[config.mk]
export PLATFORM = sky130hd
export DESIGN_NAME = fault_remap_decoder
export DESIGN_NICKNAME = d
export VERILOG_FILES = /design/src/rtl/frd_pkg.sv /design/src/rtl/frd_fault_regs.sv /design/src/rtl/frd_health.sv /design/src/rtl/frd_steer.sv /design/src/rtl/fault_remap_decoder.sv
export SDC_FILE = /design/constraint.sdc
export NUM_CORES = 1
export LEC_CHECK = 0
export ABC_AREA = 1
export BUFFER_PORTS_ARGS = -buffer_cell sky130_fd_sc_hd__buf_2
export CAP_MARGIN = 20
export CORE_UTILIZATION = 55
export DETAILED_ROUTE_END_ITERATION = 10
export PLACE_DENSITY = 0.8
export SYNTH_ARGS = -nofsm -noshare
export SYNTH_HDL_FRONTEND = slang
export SYNTH_SLANG_ARGS = --single-unit
[constraint.sdc]
create_clock -name clk_i -period 2.8 [get_ports clk_i]
set_clock_uncertainty 0.05 [all_clocks]
set_input_delay 0.42 -clock clk_i [delete_from_list [all_inputs] [get_ports clk_i]]
set_output_delay 0.42 -clock clk_i [all_outputs]
set_load 0.02 [all_outputs]
[src/rtl/frd_pkg.sv]
package frd_pkg;

  // Flat address of the first fault bit at a given tree level (leaves = 0).
  function automatic int node_base(input int n_lines, input int level);
    return 2 * n_lines - 2 * (n_lines >> level);
  endfunction

  // Number of fault bits in the whole tree (every node but the root).
  function automatic int node_count(input int n_lines);
    return 2 * n_lines - 2;
  endfunction

endpackage

[src/rtl/frd_fault_regs.sv]
module frd_fault_regs #(
  parameter int N_NODES = 14,
  parameter int ADDR_W  = 4
) (
  input  logic               clk_i,
  input  logic               rst_ni,
  input  logic               wr_en_i,
  input  logic [ADDR_W-1:0]  wr_addr_i,
  input  logic               wr_data_i,
  output logic [N_NODES-1:0] fault_o
);

  logic [N_NODES-1:0] fault_d;
  logic [N_NODES-1:0] fault_q;
  logic               addr_ok;
  logic               upd_en;

  assign addr_ok = (wr_addr_i < ADDR_W'(N_NODES));
  assign upd_en  = wr_en_i & addr_ok;

  // next-state
  always_comb begin
    fault_d = fault_q;
    if (upd_en) begin
      fault_d[wr_addr_i] = wr_data_i;
    end
  end

  // register with explicit clock enable
  always_ff @(posedge clk_i or negedge rst_ni) begin
    if (!rst_ni) begin
      fault_q <= '0;
    end else if (upd_en) begin
      fault_q <= fault_d;
    end
  end

  assign fault_o = fault_q;

endmodule

[src/rtl/frd_health.sv]
module frd_health #(
  parameter int N_LINES = 8,
  localparam int IDX_W   = $clog2(N_LINES),
  localparam int N_NODES = frd_pkg::node_count(N_LINES)
) (
  input  logic [N_NODES-1:0] raw_i,
  output logic [N_NODES-1:0] eff_o
);

  // A node is unusable if it is marked, or if both of its children are unusable.
  for (genvar lv = 0; lv < IDX_W; lv++) begin : lvl_g
    localparam int BASE = frd_pkg::node_base(N_LINES, lv);
    localparam int CNT  = N_LINES >> lv;
    localparam int PBAS = (lv == 0) ? 0 : frd_pkg::node_base(N_LINES, lv - 1);
    logic [CNT-1:0] v;
    if (lv == 0) begin : g_leaf
      assign v = raw_i[CNT-1:0];
    end else begin : g_inner
      for (genvar j = 0; j < CNT; j++) begin : node_g
        assign v[j] = raw_i[BASE + j] | (lvl_g[lv-1].v[2*j] & lvl_g[lv-1].v[2*j+1]);
      end
    end
    assign eff_o[BASE +: CNT] = v;
  end

endmodule

[src/rtl/frd_steer.sv]
module frd_steer #(
  parameter int N_LINES = 8,
  localparam int IDX_W   = $clog2(N_LINES),
  localparam int N_NODES = frd_pkg::node_count(N_LINES)
) (
  input  logic [N_NODES-1:0] eff_i,
  input  logic [IDX_W-1:0]   index_i,
  input  logic               enable_i,
  output logic [N_LINES-1:0] sel_o,
  output logic               remapped_o,
  output logic               all_faulty_o
);

  logic [IDX_W-1:0] dead_vec;
  logic [IDX_W-1:0] line_idx;
  logic             all_f;
  logic             live;

  // One steering stage per tree level; the top stage starts from an empty prefix.
  for (genvar lv = 0; lv < IDX_W; lv++) begin : stg_g
    localparam int BASE = frd_pkg::node_base(N_LINES, lv);
    localparam int CNT  = N_LINES >> lv;
    logic [N_LINES-1:0] lvl_eff;
    logic [IDX_W-1:0]   prefix;
    logic [IDX_W-1:0]   cand;
    logic [IDX_W-1:0]   pick;
    logic               blocked;

    if (CNT == N_LINES) begin : g_full
      assign lvl_eff = eff_i[BASE +: CNT];
    end else begin : g_pad
      assign lvl_eff = {{(N_LINES-CNT){1'b0}}, eff_i[BASE +: CNT]};
    end

    if (lv == IDX_W - 1) begin : g_root
      assign prefix = '0;
    end else begin : g_below
      assign prefix = stg_g[lv+1].pick;
    end

    assign cand    = (prefix << 1) | {{(IDX_W-1){1'b0}}, index_i[lv]};
    assign blocked = lvl_eff[cand] & lvl_eff[cand ^ {{(IDX_W-1){1'b0}}, 1'b1}];
    assign pick    = lvl_eff[cand] ? (cand ^ {{(IDX_W-1){1'b0}}, 1'b1}) : cand;
    assign dead_vec[lv] = blocked;
  end

  assign line_idx = stg_g[0].pick;
  assign all_f    = |dead_vec;
  assign live     = enable_i & ~all_f;

  for (genvar j = 0; j < N_LINES; j++) begin : sel_g
    assign sel_o[j] = live & (line_idx == IDX_W'(j));
  end

  assign remapped_o   = live & (line_idx != index_i);
  assign all_faulty_o = enable_i & all_f;

endmodule

[src/rtl/fault_remap_decoder.sv]
module fault_remap_decoder #(
  parameter int N_LINES = 8,
  localparam int IDX_W   = $clog2(N_LINES),
  localparam int N_NODES = frd_pkg::node_count(N_LINES),
  localparam int ADDR_W  = $clog2(N_NODES)
) (
  input  logic               clk_i,
  input  logic               rst_ni,
  input  logic               lookup_i,
  input  logic [IDX_W-1:0]   index_i,
  input  logic               cfg_we_i,
  input  logic [ADDR_W-1:0]  cfg_addr_i,
  input  logic               cfg_fault_i,
  output logic [N_LINES-1:0] line_sel_o,
  output logic               remapped_o,
  output logic               all_faulty_o
);

  logic [N_NODES-1:0] fault_q;
  logic [N_NODES-1:0] eff_fault;
  logic               wr_ok;

  // Fault bits may only change while no lookup is using them.
  assign wr_ok = cfg_we_i & ~lookup_i;

  frd_fault_regs #(
    .N_NODES (N_NODES),
    .ADDR_W  (ADDR_W)
  ) u_regs (
    .clk_i     (clk_i),
    .rst_ni    (rst_ni),
    .wr_en_i   (wr_ok),
    .wr_addr_i (cfg_addr_i),
    .wr_data_i (cfg_fault_i),
    .fault_o   (fault_q)
  );

  frd_health #(
    .N_LINES (N_LINES)
  ) u_health (
    .raw_i (fault_q),
    .eff_o (eff_fault)
  );

  frd_steer #(
    .N_LINES (N_LINES)
  ) u_steer (
    .eff_i        (eff_fault),
    .index_i      (index_i),
    .enable_i     (lookup_i),
    .sel_o        (line_sel_o),
    .remapped_o   (remapped_o),
    .all_faulty_o (all_faulty_o)
  );

endmodule

==> results.sh, run 1 <==
export IMPL_status="complete, no violations"
export IMPL_setup_viol=0
export IMPL_finalHoldViolCount=0
export IMPL_synth_avg_cell_area_um2=7.25
export IMPL_crit_fanout=4
export IMPL_p_per_area_nw_per_um2=630
export IMPL_synth_seq_area_share_pct=31.2
export IMPL_max_freq_mhz=397
export IMPL_nets=192
export IMPL_slew_headroom_pct=57.4
export IMPL_endpoint_kind="primary output"
export IMPL_die_area_um2=2230
export IMPL_slowest_delay_ns=0.41
export IMPL_synth_fp_nets=167
export IMPL_final_setup_tns_ns=0
export IMPL_dieWidth_um=47.2
export IMPL_syn_to_final_growth_pct=13.5
export IMPL_io_buffers=21
export IMPL_cts_max_path_buffers=2
export IMPL_firstDrtPassIters=4
export IMPL_cts_resized=0
export IMPL_required_ns=2.33
export IMPL_synthesis_area_um2=1120
export IMPL_maxSlewViolCount=0
export IMPL_worstPathCellList="nand2_1, nand2_1, nand2_2, nand2_2, nand2_2, nand3_4, nand2_4, nand2_2, nand3_1, nand3_2, nand3_2, nand3_1, nor2_1, buf_2"
export IMPL_htree_levels=1
export IMPL_synth_top_area_share_pct=31.2
export IMPL_synth_seq_cells=14
export IMPL_via_count=1113
export IMPL_ff2ff_setup_slack_ns=1.99
export IMPL_via_per_inst=5.48
export IMPL_cts_tree="yes"
export IMPL_synth_area_top_cells="dfrtp_1 31%, nand3_2 12%, nand2_1 11%"
export IMPL_routed_wl_um=2350
export IMPL_synth_edf_count=0
export IMPL_r2r_cells=2
export IMPL_grt_overflow_total=0
export IMPL_ant_nets=0
export IMPL_synth_cells=155
export IMPL_drc_errors=0
export IMPL_hold_depth=3
export IMPL_fillers=162
export IMPL_cts_root_buf="clkbuf_4"
export IMPL_worstMarginPinSlew_ns=0.635
export IMPL_cts_sinks=14
export IMPL_min_from="cfg_fault_i"
export IMPL_grt_first_pass_wirelength_um=3820
export IMPL_synth_yosys_warnings=0
export IMPL_drtIter0Drc=24
export IMPL_num_antenna_cells=0
export IMPL_dp_hpwl_um=1920
export IMPL_ys_types=20
export IMPL_min_path_type="input pin to register"
export IMPL_synth_most_common_cell="nand2_1"
export IMPL_synth_top_area_cell="dfrtp_1"
export IMPL_drive_gt1_share_pct=32.6
export IMPL_io_pins=22
export IMPL_r2r_end="u_regs.fault_o[3]"
export IMPL_clk_latency_ns=0.27
export IMPL_async_flop_share_pct=100
export IMPL_critPathKind="register to primary output"
export IMPL_crit_path_start_kind="register"
export IMPL_grt_use_total_pct=24.3
export IMPL_largest_reg_flops=14
export IMPL_synth_common_cells="33 x nand2_1, 18 x inv_1, 14 x dfrtp_1, 14 x nand2_2, 13 x nand3_2"
export IMPL_rsz0062_at_grt="no"
export IMPL_ys_flop_type="dfrtp_1"
export IMPL_ir_worst_vdd_v=0.000387
export IMPL_fp_dieH_um=47.2
export IMPL_rows=15
export IMPL_grt_max_degree=15
export IMPL_hold_ws_ns=0.318
export IMPL_cts_inserted_buffers=3
export IMPL_clkTransAtPathRegs_ns=0.08
export IMPL_grt_pass1_vias=957
export IMPL_p_leak_nw=0.686
export IMPL_antenna_found_initial=0
export IMPL_crit_path_top_delay_cell="dfrtp_1"
export IMPL_period_needed_ns=2.52
export IMPL_core_um2=1820
export IMPL_max_cap_violations=0
export IMPL_cpMostUsedCell="nand2_2"
export IMPL_start_util_pct=61.7
export IMPL_arrival_ns=2.05
export IMPL_fin_crit_sh_pct=89.8
export IMPL_min_to="u_regs.fault_o[4]"
export IMPL_r2r_start="u_regs.fault_o[3]"
export IMPL_wire_per_inst_um=11.6
export IMPL_gp_congestion=0.844
per-layer routing:
layer  vias to the layer above  global-route usage [%]  wire (µm)
met5                         -                       0          0
met4                         0                    9.71         42
met3                         7                    1.92         99
met2                        41                    45.3       1190
met1                       508                    28.5       1020
li1                        557                       -          -
stage by stage:
stage          total power [mW]  instances  setup slack [ns]  area [µm²]  util (%)
6_report                  0.803        203             0.284        1270      70.0
2_1_floorplan             0.605        155             0.752        1120         -
4_1_cts                   0.804        203             0.291        1270      70.0
3_3_place_gp              0.676        199             0.666        1240      68.2
5_1_grt                   0.865        203            0.0968        1270      70.0
3_5_place_dp              0.694        199             0.558        1240      68.2
power breakdown:
part	internal [mW]	leakage, nW	switching, mW	total [mW]
registers	0.245	0.176	0.0309	0.276
logic	0.146	0.496	0.272	0.418
clock network	0.0499	0.0138	0.0591	0.109
layout by cell type, fill, tap and decap left out:
master | Yosys | layout
dfrtp_1 | 14 | 14
clkinv_1 | 1 | 1
o21ai_0 | 9 | 9
nand2_1 | 33 | 33
mux2i_1 | 4 | 4
nand3_1 | 8 | 8
nand3b_1 | 1 | 1
nor2_1 | 12 | 12
a31oi_1 | 6 | 6
nand4_1 | 1 | 1
nand2_4 | 1 | 1
a21oi_1 | 8 | 8
nand3_4 | 2 | 2
dlygate4sd3_1 | 0 | 1
nand3_2 | 13 | 13
inv_2 | 4 | 4
nand2_2 | 14 | 14
inv_1 | 18 | 18
clkbuf_4 | 0 | 3
buf_2 | 0 | 21
nor3_1 | 4 | 4
area by class of cell:
type,instances,area [µm²],share of cell area (%)
clock buffers,3,22.5,1.77
inverters,23,86.3,6.77
multi-input cells,116,669,52.5
flip-flops and latches,14,350,27.5
well taps,25,31.3,2.45
repair buffers,22,115,9.03
worst max-delay path by stage:
| stage | cells past startpoint | startpoint | endpoint | slack, ns |
|---|---|---|---|---|
| 2_1_floorplan | 13 | u_regs.fault_o[5] | line_sel_o[2] | 0.75 |
| 3_3_place_gp | 13 | index_i[1] | line_sel_o[3] | 0.67 |
| 3_5_place_dp | 13 | index_i[1] | line_sel_o[5] | 0.56 |
| 4_1_cts | 14 | u_regs.fault_o[3] | line_sel_o[5] | 0.29 |
| 5_1_grt | 12 | u_regs.fault_o[3] | line_sel_o[3] | 0.1 |
| 6_report | 14 | u_regs.fault_o[3] | line_sel_o[5] | 0.28 |
logic make-up (layout without fill, tap and decap cells):
family,Yosys count,in the layout,synth area share (%)
DFF,14,14,31.2
AOI/OAI and AO/OA,23,23,10.9
buffers and inverters,25,48,9.24
muxes,4,4,3.56
and+or+nand+nor,89,89,45.1
worst max-delay path, delay by kind of cell (launching register included):
family / cells / cell delay [ns]
and+or+nand+nor: 13 / 1.18
buffers and inverters: 1 / 0.17
DFF: 1 / 0.41
what timing repair did:
action	in CTS	in global routing
hold buffers	1	0
setup buffers	0	0
endpoints found under the hold margin	14	0
Note: power is estimated with default switching activity, not from simulation.
==> inputs of run 2 (changes only) <==
Settings changed: GPL_TIMING_DRIVEN set to 0, PLACE_DENSITY 0.8 to not set, PLACE_DENSITY_LB_ADDON set to 0.15.
==> results.sh, run 2 (same netlist as run 1, synthesis figures left out) <==
export IMPL_slew_headroom_pct=55.3
export IMPL_setup_viol=0
export IMPL_cts_inserted_buffers=3
export IMPL_gp_congestion=0.813
export IMPL_p_per_area_nw_per_um2=645
export IMPL_antenna_found_initial=0
export IMPL_fin_area_um2=1300
export IMPL_firstDrtPassIters=4
export IMPL_via_per_inst=5.34
export IMPL_final_common_cell="nand2_1"
export IMPL_io_buffers=20
export IMPL_core_um2=1820
export IMPL_crit_path_start_kind="register"
export IMPL_crit_path_top_delay_cell="dfrtp_1"
export IMPL_grt_max_degree=15
export IMPL_finalHoldViolCount=0
export IMPL_grt_pass1_vias=961
export IMPL_fin_crit_sh_pct=90.3
export IMPL_internal_power_mw=0.471
export IMPL_max_cap_violations=0
export IMPL_crit_buf_inv=1
export IMPL_cts_setup_buffers=0
export IMPL_placed_area_um2=1250
export IMPL_hold_ws_ns=0.316
export IMPL_max_freq_mhz=396
export IMPL_placed_cells=200
export IMPL_largest_reg_flops=14
export IMPL_dieWidth_um=47.2
export IMPL_ir_worst_vdd_v=0.000459
export IMPL_start_util_pct=61.7
export IMPL_p_clk_share_pct=17.3
export IMPL_nets=193
export IMPL_period_needed_ns=2.53
export IMPL_grt_overflow_total=0
export IMPL_num_antenna_cells=0
export IMPL_clkTransAtPathRegs_ns=0.08
export IMPL_drive_gt1_share_pct=32.8
export IMPL_fp_dieH_um=47.2
export IMPL_routed_wl_um=2420
export IMPL_required_ns=2.33
export IMPL_rows=15
export IMPL_fin_cells=205
export IMPL_syn_to_final_growth_pct=15.8
export IMPL_power_mw=0.839
export IMPL_wire_per_inst_um=11.8
export IMPL_cp_top_family="simple AND/OR/NAND/NOR gates"
export IMPL_io_pins=22
export IMPL_cts_sinks=14
export IMPL_mostFrequentLayoutCells="33 x nand2_1, 20 x buf_2, 18 x inv_1"
export IMPL_cts_tree="yes"
export IMPL_slowest_delay_ns=0.41
export IMPL_power_frac_comb_pct=49.7
export IMPL_via_count=1095
export IMPL_die_area_um2=2230
export IMPL_seqPwrFrac_pct=33.0
export IMPL_swShare_pct=43.8
export IMPL_cpMostUsedCell="nand2_2"
export IMPL_worstMarginPinSlew_ns=0.665
export IMPL_p_leak_nw=0.697
export IMPL_maxSlewViolCount=0
export IMPL_status="complete, no violations"
export IMPL_endpoint_kind="primary output"
export IMPL_worstPathCellList="nand2_1, nand2_2, nand2_2, nand2_2, nand2_2, nand3_4, nand2_4, nand2_2, nand3_1, nand3_2, nand3_2, nand3_1, nor2_1, buf_2"
export IMPL_power_switching_mw=0.368
export IMPL_clk_latency_ns=0.28
export IMPL_drtIter0Drc=25
export IMPL_htree_levels=1
export IMPL_cts_root_buf="clkbuf_4"
export IMPL_critPathKind="register to primary output"
export IMPL_crit_fanout=4
export IMPL_grt_use_total_pct=24.1
export IMPL_final_setup_tns_ns=0
export IMPL_drc_errors=0
export IMPL_arrival_ns=2.06
export IMPL_ant_nets=0
export IMPL_dp_hpwl_um=1950
export IMPL_min_path_type="input pin to register"
export IMPL_rsz0062_at_grt="no"
export IMPL_cts_max_path_buffers=2
export IMPL_grt_first_pass_wirelength_um=3760
-- run 2: changes by cell type in the layout (fill, tap and decap cells not counted), sizes merged --
cell,change
clkbuf,+3
buf,-1
-- run 2: cell type report --
| class | count | area [µm²] |
|---|---|---|
| Buffer | 2 | 17.5 |
| Clock buffer | 4 | 36.3 |
| Fill cell | 164 | 519 |
| Inverter | 23 | 86.3 |
| Multi-Input combinational cell | 116 | 669 |
| Sequential cell | 14 | 350 |
| Tap cell | 25 | 31.3 |
| Timing Repair Buffer | 21 | 110 |
-- run 2: per-stage QoR --
| stage | util, % | setup WS [ns] |
|---|---|---|
| after floorplan | - | 0.752 |
| after global placement | 68.9 | 0.642 |
| after detailed placement | 68.9 | 0.526 |
| after CTS | 71.5 | 0.261 |
| after global routing | 71.5 | 0.103 |
| final | 71.5 | 0.272 |
-- run 2: path summary, 6_finish.rpt --
check / from / to / slack, ns / depth (start not counted)
max: u_regs.fault_o[0] / line_sel_o[6] / 0.27 / 14
min: cfg_fault_i / u_regs.fault_o[4] / 0.32 / 3
max reg2reg: u_regs.fault_o[3] / u_regs.fault_o[3] / 2.00 / 2
min reg2reg: u_regs.fault_o[12] / u_regs.fault_o[12] / 0.45 / 2
max in group asynchronous: rst_ni / u_regs.fault_o[5] / 1.94 / 2
min in group asynchronous: rst_ni / u_regs.fault_o[8] / 0.52 / 2
-- run 2: power by group through the flow --
stage / Combinational (mW) / Sequential, mW / Clock [mW]
6_report: 0.417 / 0.277 / 0.146
5_1_grt: 0.463 / 0.282 / 0.154
4_1_cts: 0.416 / 0.277 / 0.146
3_5_place_dp: 0.414 / 0.281 / 0
3_3_place_gp: 0.396 / 0.279 / 0
2_1_floorplan: 0.334 / 0.271 / 0
-- run 2: timing repair --
action,CTS,global route
hold buffers,1,0
gates resized for setup,0,0
endpoints found under the hold margin,14,0
-- run 2: metal layers --
layer	GRT usage, %	vias to the layer above	part of all wire [%]
li1	-	563	-
met1	29.3	497	44
met2	43.9	31	51
met3	2.31	4	3.2
met4	9.14	0	1.8
met5	0	-	0
-- run 2: tightest hold or removal path, cell delays in order --
cell and delay [ns]:
buf_2 0.09, mux2i_1 0.06, inv_1 0.05
==> inputs of run 3 (changes only) <==
Settings changed: SETUP_SLACK_MARGIN set to 0.2, SYNTH_HIERARCHICAL set to 1.
==> results.sh, run 3 <==
export IMPL_status="complete, no violations"
export IMPL_synth_top_area_cell="dfrtp_1"
export IMPL_yosys_area_share_simple_pct=53.2
export IMPL_cts_max_path_buffers=2
export IMPL_syn_to_final_growth_pct=38.1
export IMPL_async_flop_share_pct=100
export IMPL_ant_nets=0
export IMPL_ys_types=21
export IMPL_critPathKind="register to primary output"
export IMPL_finalHoldViolCount=0
export IMPL_rsz0062_at_grt="yes"
export IMPL_rows=17
export IMPL_start_util_pct=58.2
export IMPL_num_antenna_cells=0
export IMPL_clk_latency_ns=0.26
export IMPL_final_common_cell="nand2_1"
export IMPL_ys_flop_type="dfrtp_1"
export IMPL_p_leak_nw=0.986
export IMPL_cp_top_family="simple AND/OR/NAND/NOR gates"
export IMPL_largest_reg_flops=14
export IMPL_dp_hpwl_um=2040
export IMPL_finalWorstSetupSlack_ns=0.0720
export IMPL_required_ns=2.33
export IMPL_routed_wl_um=3470
export IMPL_htree_levels=1
export IMPL_crit_buf_inv=2
export IMPL_dieWidth_um=50.1
export IMPL_clkTransAtPathRegs_ns=0.07
export IMPL_slowest_delay_ns=0.40
export IMPL_ff2ff_setup_slack_ns=1.86
export IMPL_core_um2=2190
export IMPL_crit_fanout=5
export IMPL_synth_xor_area_share_pct=0
export IMPL_min_path_type="input pin to register"
export IMPL_worstMarginPinSlew_ns=0.437
export IMPL_cpMostUsedCell="nand2_2"
export IMPL_internal_power_mw=0.541
export IMPL_synth_yosys_warnings=6
export IMPL_slew_headroom_pct=70.8
export IMPL_r2r_end="u_regs/fault_o[0]"
export IMPL_cts_tree="yes"
export IMPL_cts_root_buf="clkbuf_4"
export IMPL_io_pins=22
export IMPL_cts_sinks=14
export IMPL_io_buffers=21
export IMPL_r2r_cells=4
export IMPL_synth_common_cells="84 x nand2_1, 29 x nor2_1, 26 x inv_1"
export IMPL_p_per_area_nw_per_um2=555
export IMPL_crit_path_start_kind="register"
export IMPL_r2r_start="u_regs/fault_o[0]"
export IMPL_synth_seq_cells=14
export IMPL_period_needed_ns=2.73
export IMPL_synth_most_common_cell="nand2_1"
export IMPL_grt_use_total_pct=25.8
export IMPL_seqPwrFrac_pct=26.7
export IMPL_synth_compound_area_share_pct=3.73
export IMPL_synth_adder_area_share_pct=0
export IMPL_hold_depth=3
export IMPL_min_to="u_regs/fault_o[1]"
export IMPL_crit_path_top_delay_cell="dfrtp_1"
export IMPL_nets=274
export IMPL_fin_cells=288
export IMPL_synth_edf_count=0
export IMPL_grt_first_pass_wirelength_um=4930
export IMPL_maxSlewViolCount=0
export IMPL_fp_dieH_um=50.1
export IMPL_synth_top_area_share_pct=27.5
export IMPL_wire_per_inst_um=12.0
export IMPL_drive_gt1_share_pct=37.7
export IMPL_cts_inserted_buffers=3
export IMPL_drc_errors=0
export IMPL_crit_cells=14
export IMPL_min_from="cfg_fault_i"
export IMPL_endpoint_kind="primary output"
export IMPL_setup_viol=0
export IMPL_arrival_ns=2.26
export IMPL_grt_max_degree=15
export IMPL_critical_path_startpoint="u_regs/fault_o[0]"
export IMPL_power_frac_comb_pct=62.4
export IMPL_p_clk_share_pct=10.8
export IMPL_max_freq_mhz=367
export IMPL_grt_pass1_vias=1259
export IMPL_firstDrtPassIters=6
export IMPL_ir_worst_vdd_v=0.000455
export IMPL_synth_fp_nets=230
export IMPL_synthesis_area_um2=1270
export IMPL_synth_top_family_by_area="simple AND/OR/NAND/NOR gates"
export IMPL_power_mw=0.978
export IMPL_synth_seq_area_share_pct=27.5
export IMPL_power_switching_mw=0.437
export IMPL_synth_area_top_cells="dfrtp_1 27%, nand2_1 25%, nor2_1 8.5%"
export IMPL_placed_cells=267
export IMPL_dpl_worst_slack_ns=0.394
export IMPL_synthMuxAreaShare_pct=0
export IMPL_worstPathCellList="nand2_1, nand2_2, nand2_2, nand2_4, o21ai_4, nand2_2, nand3_1, nand3b_1, nand2_1, inv_2, nand2_4, nand3_4, nor2_2, buf_6"
export IMPL_synth_cells=218
export IMPL_antenna_found_initial=0
export IMPL_via_per_inst=5.16
export IMPL_gp_congestion=0.786
export IMPL_fin_crit_sh_pct=97.4
export IMPL_synth_avg_cell_area_um2=5.85
export IMPL_grt_overflow_total=0
export IMPL_max_cap_violations=0
export IMPL_via_count=1487
export IMPL_die_area_um2=2510
export IMPL_drtIter0Drc=42
export IMPL_swShare_pct=44.7
export IMPL_mostFrequentLayoutCells="73 x nand2_1, 29 x buf_4, 24 x nor2_1"
[run 3: cell count changes in the layout (fill, tap and decap cells not counted), moves of 5 or more]
cell     previous run  this run
o21ai_0             9         4
nor2_1             12        24
nand2_1            33        73
buf_6               0         7
nand3_1             8        15
buf_4               0        29
nand3_2            13         6
nor2_2              0         5
buf_2              20        12
nand2_4             1         9
inv_1              18        23
a21oi_1             8         0
a31oi_1             6         0
[run 3: layer usage]
metal / up-vias / GRT usage [%] / share of wire [%]
met5: - / 0 / 0
met4: 0 / 12.9 / 3.8
met3: 16 / 2.42 / 3.8
met2: 54 / 47.8 / 51
met1: 666 / 29.0 / 41
li1: 751 / - / -
[run 3: what timing repair did]
item / in CTS / in global routing
endpoints found under the setup margin: 10 / 10
pin swaps: 14 / 22
hold buffers: 1 / 0
gates cloned: 1 / 0
endpoints found under the hold margin: 14 / 0
buffers inserted: 12 / 4
gates resized for setup: 20 / 34
[run 3: stage by stage]
| step | util, % | instance area, µm² | TNS [ns] | hold WS, ns |
|---|---|---|---|---|
| CTS | 73.3 | 1610 | 0 | 0.368 |
| detailed placement | 64.6 | 1420 | 0 | 0.275 |
| global route | 80.4 | 1760 | -0.256 | 0.376 |
| floorplan | - | 1270 | 0 | 0.0744 |
| global placement | 64.6 | 1420 | 0 | 0.276 |
| finish | 80.4 | 1760 | 0 | 0.378 |
[run 3: cell type report]
type | instances | area [µm²]
Multi-Input combinational cell | 164 | 873
Fill cell | 177 | 430
Sequential cell | 14 | 350
Timing Repair Buffer | 38 | 277
Inverter | 29 | 109
Buffer | 12 | 93.8
Tap cell | 28 | 35.0
Clock buffer | 3 | 22.5
[run 3: logic make-up (layout without fill, tap and decap cells)]
family / Yosys count / count (layout)
AOI/OAI and AO/OA: 8 / 8
DFF: 14 / 14
and+or+nand+nor: 155 / 156
buffers and inverters: 41 / 82
[run 3: worst min-delay path: stages]
cell	delay [ns]
buf_2	0.12
nand3_1	0.07
nand2_1	0.05
[run 3: worst max-delay path by stage]
stage | slack (ns) | to
finish | 0.07 | line_sel_o[0]
global route | -0.06 | line_sel_o[6]
CTS | 0.21 | line_sel_o[6]
detailed placement | 0.39 | line_sel_o[2]
global placement | 0.40 | line_sel_o[0]
floorplan | 0.46 | all_faulty_o
[run 3: power by group through the flow]
| stage | combinational [mW] | sequential (mW) | clock (mW) |
|---|---|---|---|
| final | 0.610 | 0.262 | 0.106 |
| after global routing | 0.659 | 0.266 | 0.119 |
| after CTS | 0.491 | 0.259 | 0.111 |
| after detailed placement | 0.395 | 0.270 | 0 |
| after global placement | 0.389 | 0.269 | 0 |
| after floorplan | 0.316 | 0.261 | 0 |
